$ cat src/rtl/otp_seq_pkg.sv
package otp_seq_pkg;
    typedef enum logic [1:0] {
        SEQ_BOOT = 2'd0,
        SEQ_IDLE = 2'd1,
        SEQ_PROG = 2'd2
    } seq_state_e;
endpackage

$ cat src/rtl/otp_prog_timer.sv
module otp_prog_timer #(
    parameter int CYCLES = 1500000
) (
    input  logic clk,
    input  logic rst_n,
    input  logic start,
    input  logic run,
    output logic done
);
    localparam int TMR_W = (CYCLES > 1) ? $clog2(CYCLES) : 1;
    localparam logic [TMR_W-1:0] LAST = TMR_W'(CYCLES - 1);

    logic [TMR_W-1:0] cnt_q;

    always_ff @(posedge clk or negedge rst_n) begin
        if (!rst_n) begin
            cnt_q <= '0;
        end else if (start) begin
            cnt_q <= LAST;
        end else if (run && cnt_q != '0) begin
            cnt_q <= cnt_q - 1'b1;
        end
    end

    assign done = run && (cnt_q == '0);
endmodule

$ cat src/rtl/otp_slot_bank.sv
module otp_slot_bank #(
    parameter int DATA_W = 10,
    parameter int SLOTS  = 20,
    parameter int CNT_W  = 5
) (
    input  logic              clk,
    input  logic              rst_n,
    input  logic              wr_en,
    input  logic [DATA_W-1:0] wr_data,
    output logic [CNT_W-1:0]  used_cnt,
    output logic              is_full,
    output logic [DATA_W-1:0] latest
);
    localparam logic [DATA_W-1:0] MIDSCALE = DATA_W'(1) << (DATA_W - 1);

    logic [DATA_W-1:0] slot_q [SLOTS];
    logic [SLOTS-1:0]  slot_we;

    assign is_full = (used_cnt == CNT_W'(SLOTS));

    for (genvar g = 0; g < SLOTS; g++) begin : g_we
        assign slot_we[g] = wr_en && (used_cnt == CNT_W'(g));
    end

    always_ff @(posedge clk or negedge rst_n) begin
        if (!rst_n) begin
            for (int i = 0; i < SLOTS; i++) slot_q[i] <= '0;
        end else begin
            for (int i = 0; i < SLOTS; i++) begin
                if (slot_we[i]) slot_q[i] <= wr_data;
            end
        end
    end

    always_ff @(posedge clk or negedge rst_n) begin
        if (!rst_n) begin
            used_cnt <= '0;
        end else if (wr_en && !is_full) begin
            used_cnt <= used_cnt + 1'b1;
        end
    end

    always_comb begin
        latest = MIDSCALE;
        for (int i = 0; i < SLOTS; i++) begin
            if (used_cnt == CNT_W'(i + 1)) latest = slot_q[i];
        end
    end
endmodule

$ cat src/rtl/otp_store_seq.sv
module otp_store_seq
    import otp_seq_pkg::*;
#(
    parameter int DATA_W   = 10,
    parameter int SLOTS    = 20,
    parameter int CLK_MHZ  = 250,
    parameter int STORE_US = 6000
) (
    input  logic              clk,
    input  logic              rst_n,
    input  logic              store_req,
    input  logic [DATA_W-1:0] store_data,
    input  logic              refresh_req,
    input  logic              read_req,
    input  logic              read_status,
    output logic              busy_lock,
    output logic              ready,
    output logic              wiper_load,
    output logic [DATA_W-1:0] wiper_value,
    output logic [DATA_W-1:0] rd_data
);
    localparam int PROG_CYCLES = CLK_MHZ * STORE_US;
    localparam int CNT_W       = $clog2(SLOTS + 1);

    seq_state_e        state_q, state_d;
    logic [CNT_W-1:0]  used_cnt;
    logic              bank_full;
    logic [DATA_W-1:0] latest;
    logic [DATA_W-1:0] pend_q;
    logic [DATA_W-1:0] status_word;
    logic              full_q;
    logic              accept_store;
    logic              commit;
    logic              tmr_done;

    assign accept_store = (state_q == SEQ_IDLE) && store_req && !bank_full;
    assign commit       = (state_q == SEQ_PROG) && tmr_done;
    assign status_word  = DATA_W'({full_q, used_cnt});

    otp_prog_timer #(.CYCLES(PROG_CYCLES)) u_timer (
        .clk   (clk),
        .rst_n (rst_n),
        .start (accept_store),
        .run   (state_q == SEQ_PROG),
        .done  (tmr_done)
    );

    otp_slot_bank #(.DATA_W(DATA_W), .SLOTS(SLOTS), .CNT_W(CNT_W)) u_bank (
        .clk      (clk),
        .rst_n    (rst_n),
        .wr_en    (commit),
        .wr_data  (pend_q),
        .used_cnt (used_cnt),
        .is_full  (bank_full),
        .latest   (latest)
    );

    always_comb begin
        state_d = state_q;
        unique case (state_q)
            SEQ_BOOT: state_d = SEQ_IDLE;
            SEQ_IDLE: if (accept_store) state_d = SEQ_PROG;
            SEQ_PROG: if (tmr_done) state_d = SEQ_IDLE;
            default:  state_d = SEQ_IDLE;
        endcase
    end

    always_ff @(posedge clk or negedge rst_n) begin
        if (!rst_n) state_q <= SEQ_BOOT;
        else        state_q <= state_d;
    end

    always_ff @(posedge clk or negedge rst_n) begin
        if (!rst_n)            pend_q <= '0;
        else if (accept_store) pend_q <= store_data;
    end

    always_ff @(posedge clk or negedge rst_n) begin
        if (!rst_n) begin
            busy_lock   <= 1'b0;
            ready       <= 1'b1;
            wiper_load  <= 1'b0;
            wiper_value <= '0;
            rd_data     <= '0;
            full_q      <= 1'b0;
        end else begin
            wiper_load <= 1'b0;
            unique case (state_q)
                SEQ_BOOT: begin
                    wiper_load  <= 1'b1;
                    wiper_value <= latest;
                end
                SEQ_IDLE: begin
                    if (store_req) begin
                        if (bank_full) begin
                            full_q <= 1'b1;
                        end else begin
                            busy_lock <= 1'b1;
                            ready     <= 1'b0;
                        end
                    end else if (refresh_req) begin
                        wiper_load  <= 1'b1;
                        wiper_value <= latest;
                    end else if (read_req) begin
                        rd_data <= read_status ? status_word : latest;
                    end
                end
                SEQ_PROG: begin
                    if (tmr_done) begin
                        busy_lock <= 1'b0;
                        ready     <= 1'b1;
                    end
                end
                default: ;
            endcase
        end
    end
endmodule

$ cat config.mk
export PLATFORM = sky130hd
export DESIGN_NAME = otp_store_seq
export DESIGN_NICKNAME = d
export VERILOG_FILES = /design/src/rtl/otp_seq_pkg.sv /design/src/rtl/otp_prog_timer.sv /design/src/rtl/otp_slot_bank.sv /design/src/rtl/otp_store_seq.sv
export SDC_FILE = /design/constraint.sdc
export NUM_CORES = 1
export LEC_CHECK = 0
export BUFFER_PORTS_ARGS = -buffer_cell sky130_fd_sc_hd__buf_2
export CAP_MARGIN = 20
export CORE_UTILIZATION = 35
export CTS_CLUSTER_DIAMETER = 120
export CTS_CLUSTER_SIZE = 25
export DETAILED_ROUTE_END_ITERATION = 8
export PLACE_DENSITY_LB_ADDON = 0.1
export SLEW_MARGIN = 20
export SYNTH_ARGS = -nofsm -noshare
export SYNTH_HDL_FRONTEND = slang
export SYNTH_SLANG_ARGS = --single-unit
$ cat constraint.sdc
create_clock -name clk -period 3.3 [get_ports clk]
set_input_delay 0.66 -clock clk [delete_from_list [all_inputs] [get_ports clk]]
set_output_delay 0.66 -clock clk [all_outputs]
set_load 0.05 [all_outputs]
==> results by group <==
Logic synthesis
  • XOR/XNOR share of the synthesized area: less than 1%
  • Top FF cell, synth: dfrtp_1
  • Largest family of logic cells by synthesized area: multiplexers
  • Library cells used by synthesis: 83
  • Yosys warns: 0
  • Synth Area in Simple Gates: between 10% and 20%
  • Multiplexer share of the synthesized area: between 15 and 20%
  • Number of synthesized flops with an enable pin: 0
  • Synthesized area: approximately 13000 um^2
  • Syn_area_per_cell: 11.2 um^2
  • Async set-or-reset flop fraction in the synthesized netlist: between 90% and 100%
  • Post-Synth Adder-Cell Area: less than 1%
  • Sequential share of the synthesized area: 50.3%
  • Syn nets: ~1200
  • Post-synthesis compound-gate area fraction: 13.6%
  • Yosys reg bits: about 260
  • Cell count after synthesis: roughly 1200

Worst hold path
  • Worst hold path type: in -> async

Clock network
  • Postcts setup bufs: 0
  • Sink Count: 262
  • Root Driver: clkbuf_16
  • H-tree levels: 1
  • CTS Buf Count: 14
  • Max clock buf depth: 3
  • Worst-path clk slew: around 0.1 ns
  • Post-CTS Hold Fix Bufs: 0
  • CTS tree: built
  • Worst-Skew Late Latency: between 0.5 and 0.6 ns

Route
  • Via density: about 5.7
  • Drt drc: 0
  • Vias: 9455
  • DR WL/cell: around 24 um
  • Initial DRC Count: ~670
  • Routed Antenna Nets: 0
  • Routed WL: between 30000 and 40000 um
  • Drt first pass iters: 5

Placed design
  • PortBufs: 38
  • Detailed placer's ending HPWL: 28400 um
  • Placed Cells: about 1700
  • RD Place Congestion: around 0.86

STA
  • Max_slew headroom: approximately a third
  • Max frequency: around 310 MHz
  • Max Clock Skew: about 0.025 ns
  • RSZ-0062 raised after global routing: no
  • Fin. Hold Viols: 0
  • Tmin final: roughly 3.2 ns
  • Setup-failing EPs final: 0
  • Crit share post-route: a little over nine tenths
  • Slew Limit Fails: 0
  • Worst Tran Pin Value: roughly 1.0 ns

Final layout
  • Layout area overhead: 11.2%
  • Fraction of layout cells with a size suffix above 1: 31.1%
  • Antenna Cells: 0
  • Final nets: between 1000 and 1500
  • Finished Layout Cells: 1670
  • Fillers: approximately 3500

Setup path
  • Cells on worst reg2reg path: 9
  • Endpoint class of the critical path: flop
  • Buf/Inv on CP: 2
  • Critical path launch point type: flop
  • Top delay family on crit path: compound AO/OA/AOI/OAI gates
  • Crit path max fanout: 8
  • Slowest cell on crit path: or4b_2
  • R2R Path End: wiper_value[5]
  • CP Class: reg -> reg
  • R2r setup slk: between 0.1 and 0.15 ns
  • Worst r2r src: u_bank.used_cnt[0]
  • Slowest Stage Delay on Critical Path: 0.76 ns
  • Crit path from: u_bank.used_cnt[0]
  • Crit path DAT: around 3.6 ns
  • WP data required: between 3 and 4 ns
  • Worst path cell trace: inv_1, ha_1, or4b_2, o22ai_1, a211oi_1, buf_4, o311ai_1, o21ai_0, a31oi_1

Floorplanning
  • Row count: 70
  • Initial core utilization: 35.6%
  • Die H: approximately 200 um
  • Top-level I/O count: 39
  • Die ar.: ~38000 um^2
  • Die W: 195 um
  • CORE AREA: 36600 um^2

Run status
  • Outcome: complete, no violations

Power and ir drop
  • Sw Pwr: 1.17 mW
  • Int Power: ~4 mW
  • VDD IR-drop max: around 260 uV
  • Combinational share of power: approximately 1.7%
  • Leakage: 6.65 nW
  • Sw frac: between 20 and 25%
  • Total power: 5.24 mW
  • Clock power share: 37.1%
  • PD cells: 361 nW/um^2
  • Seq pwr share: roughly 60%

Job
  • Max cap viols: 0

GRT
  • Total track usage: 21.4%
  • Vias in the first global route: between 9000 and 10000
  • Initial antenna violation count: 0
  • First-pass GRT wire length: 62100 um
  • Largest net degree at the start of global routing: a little over 70
  • GR Overflow Total: 0
==> cells in the final DEF (no fill, tap or decap), types with 18 or more instances in the layout <==
master    Yosys  layout
a21oi_1      45      45
buf_2        19      37
buf_4         1      68
dfrtp_1     261     260
inv_1        25      25
mux2_2      196     196
nand2_1      90      90
nand2b_1     18      18
nand3_1      26      26
nor2_1       59      58
o21ai_0      55      55
==> power groups by stage <==
| stage | sequential, mW | clock (mW) | combinational, mW |
|---|---|---|---|
| floorplan | 3.27 | 0 | 0.00223 |
| global placement | 3.27 | 0 | 0.0935 |
| detailed placement | 3.27 | 0 | 0.0941 |
| CTS | 3.21 | 2.03 | 0.0945 |
| global route | 3.21 | 2.12 | 0.103 |
| finish | 3.21 | 1.95 | 0.0873 |
==> cells by family (layout without fill, tap and decap cells) <==
kind of cell | count (synthesis) | in the layout
compound gates | 251 | 251
simple gates | 303 | 303
fa+ha+maj | 6 | 6
xor+xnor | 14 | 14
mux | 209 | 209
flops | 262 | 262
buf+inv | 115 | 157
==> layer usage <==
metal / routed length [um] / part of all wire, % / track usage [%]
met5: 0 / 0 / 0
met4: 968 / 2.4 / 5.10
met3: 1520 / 3.8 / 2.14
met2: 18700 / 47 / 35.1
met1: 18700 / 47 / 30.4
==> worst reg2reg max path, delay by kind of cell, from the launching register on <==
kind	cells	cell delay (ns)
AOI/OAI and AO/OA	5	1.23
and+or+nand+nor	1	0.76
DFF	1	0.45
adders and majority gates	1	0.35
buffers and inverters	2	0.32
==> worst max-delay path by stage <==
| stage | to | slack, ns | cells after the start |
|---|---|---|---|
| 6_report | wiper_value[5] | 0.12 | 9 |
| 5_1_grt | wiper_value[5] | 0.008 | 9 |
| 4_1_cts | wiper_value[5] | 0.1 | 8 |
| 3_5_place_dp | wiper_value[5] | -0.17 | 9 |
| 3_3_place_gp | wiper_value[4] | -0.04 | 7 |
| 2_1_floorplan | rd_data[3] | 0.32 | 12 |
==> area by class of cell <==
cell class                      instances  area, um^2  area share [%]
Clock inverter                          1        16.3           0.112
Inverter                               27         101           0.699
Clock buffer                           19         390            2.69
Multi-Input combinational cell        783        6060            41.8
Timing Repair Buffer                  110         791            5.45
Sequential cell                       262        6560            45.2
Tap cell                              468         586            4.04
==> flip-flops by register name, summed over array words and instances (netlist names) <==
register         flops
u_bank.slot_q      200
wiper_value         10
pend_q              10
wiper_load           1
ready                1
state_q              2
rd_data             10
u_bank.used_cnt      5
busy_lock            1
full_q               1
u_timer.cnt_q       21
==> per-stage QoR <==
step	TNS (ns)	hold WS [ns]	area (um^2)	worst slack, ns	util, %
floorplan	0	0.364	13000	0.315	-
global placement	-0.0573	0.447	14100	-0.0388	38.4
detailed placement	-0.276	0.452	14100	-0.169	38.4
CTS	0	0.140	14500	0.0983	39.6
global route	0	0.157	14500	0.00790	39.6
finish	0	0.115	14500	0.118	39.6
==> repair_timing <==
action                                  in CTS  in global routing
gates resized for setup                      3                  4
pin swaps                                    0                  0
cloned                                       0                  0
endpoints found under the setup margin       2                  8
==> Yosys cell counts, types with 11 or more instances <==
master | count | area [um^2]
a211oi_1 | 14 | 105
a21oi_1 | 45 | 225
buf_2 | 19 | 95.1
clkbuf_1 | 62 | 233
dfrtp_1 | 261 | 6530
inv_1 | 25 | 93.8
mux2_2 | 196 | 2210
mux2i_1 | 11 | 110
nand2_1 | 90 | 338
nand2b_1 | 18 | 113
nand3_1 | 26 | 130
nor2_1 | 59 | 221
nor3_1 | 15 | 75.1
o21ai_0 | 55 | 275
o22ai_1 | 11 | 68.8
No activity file was read; power rests on OpenSTA's default activity.
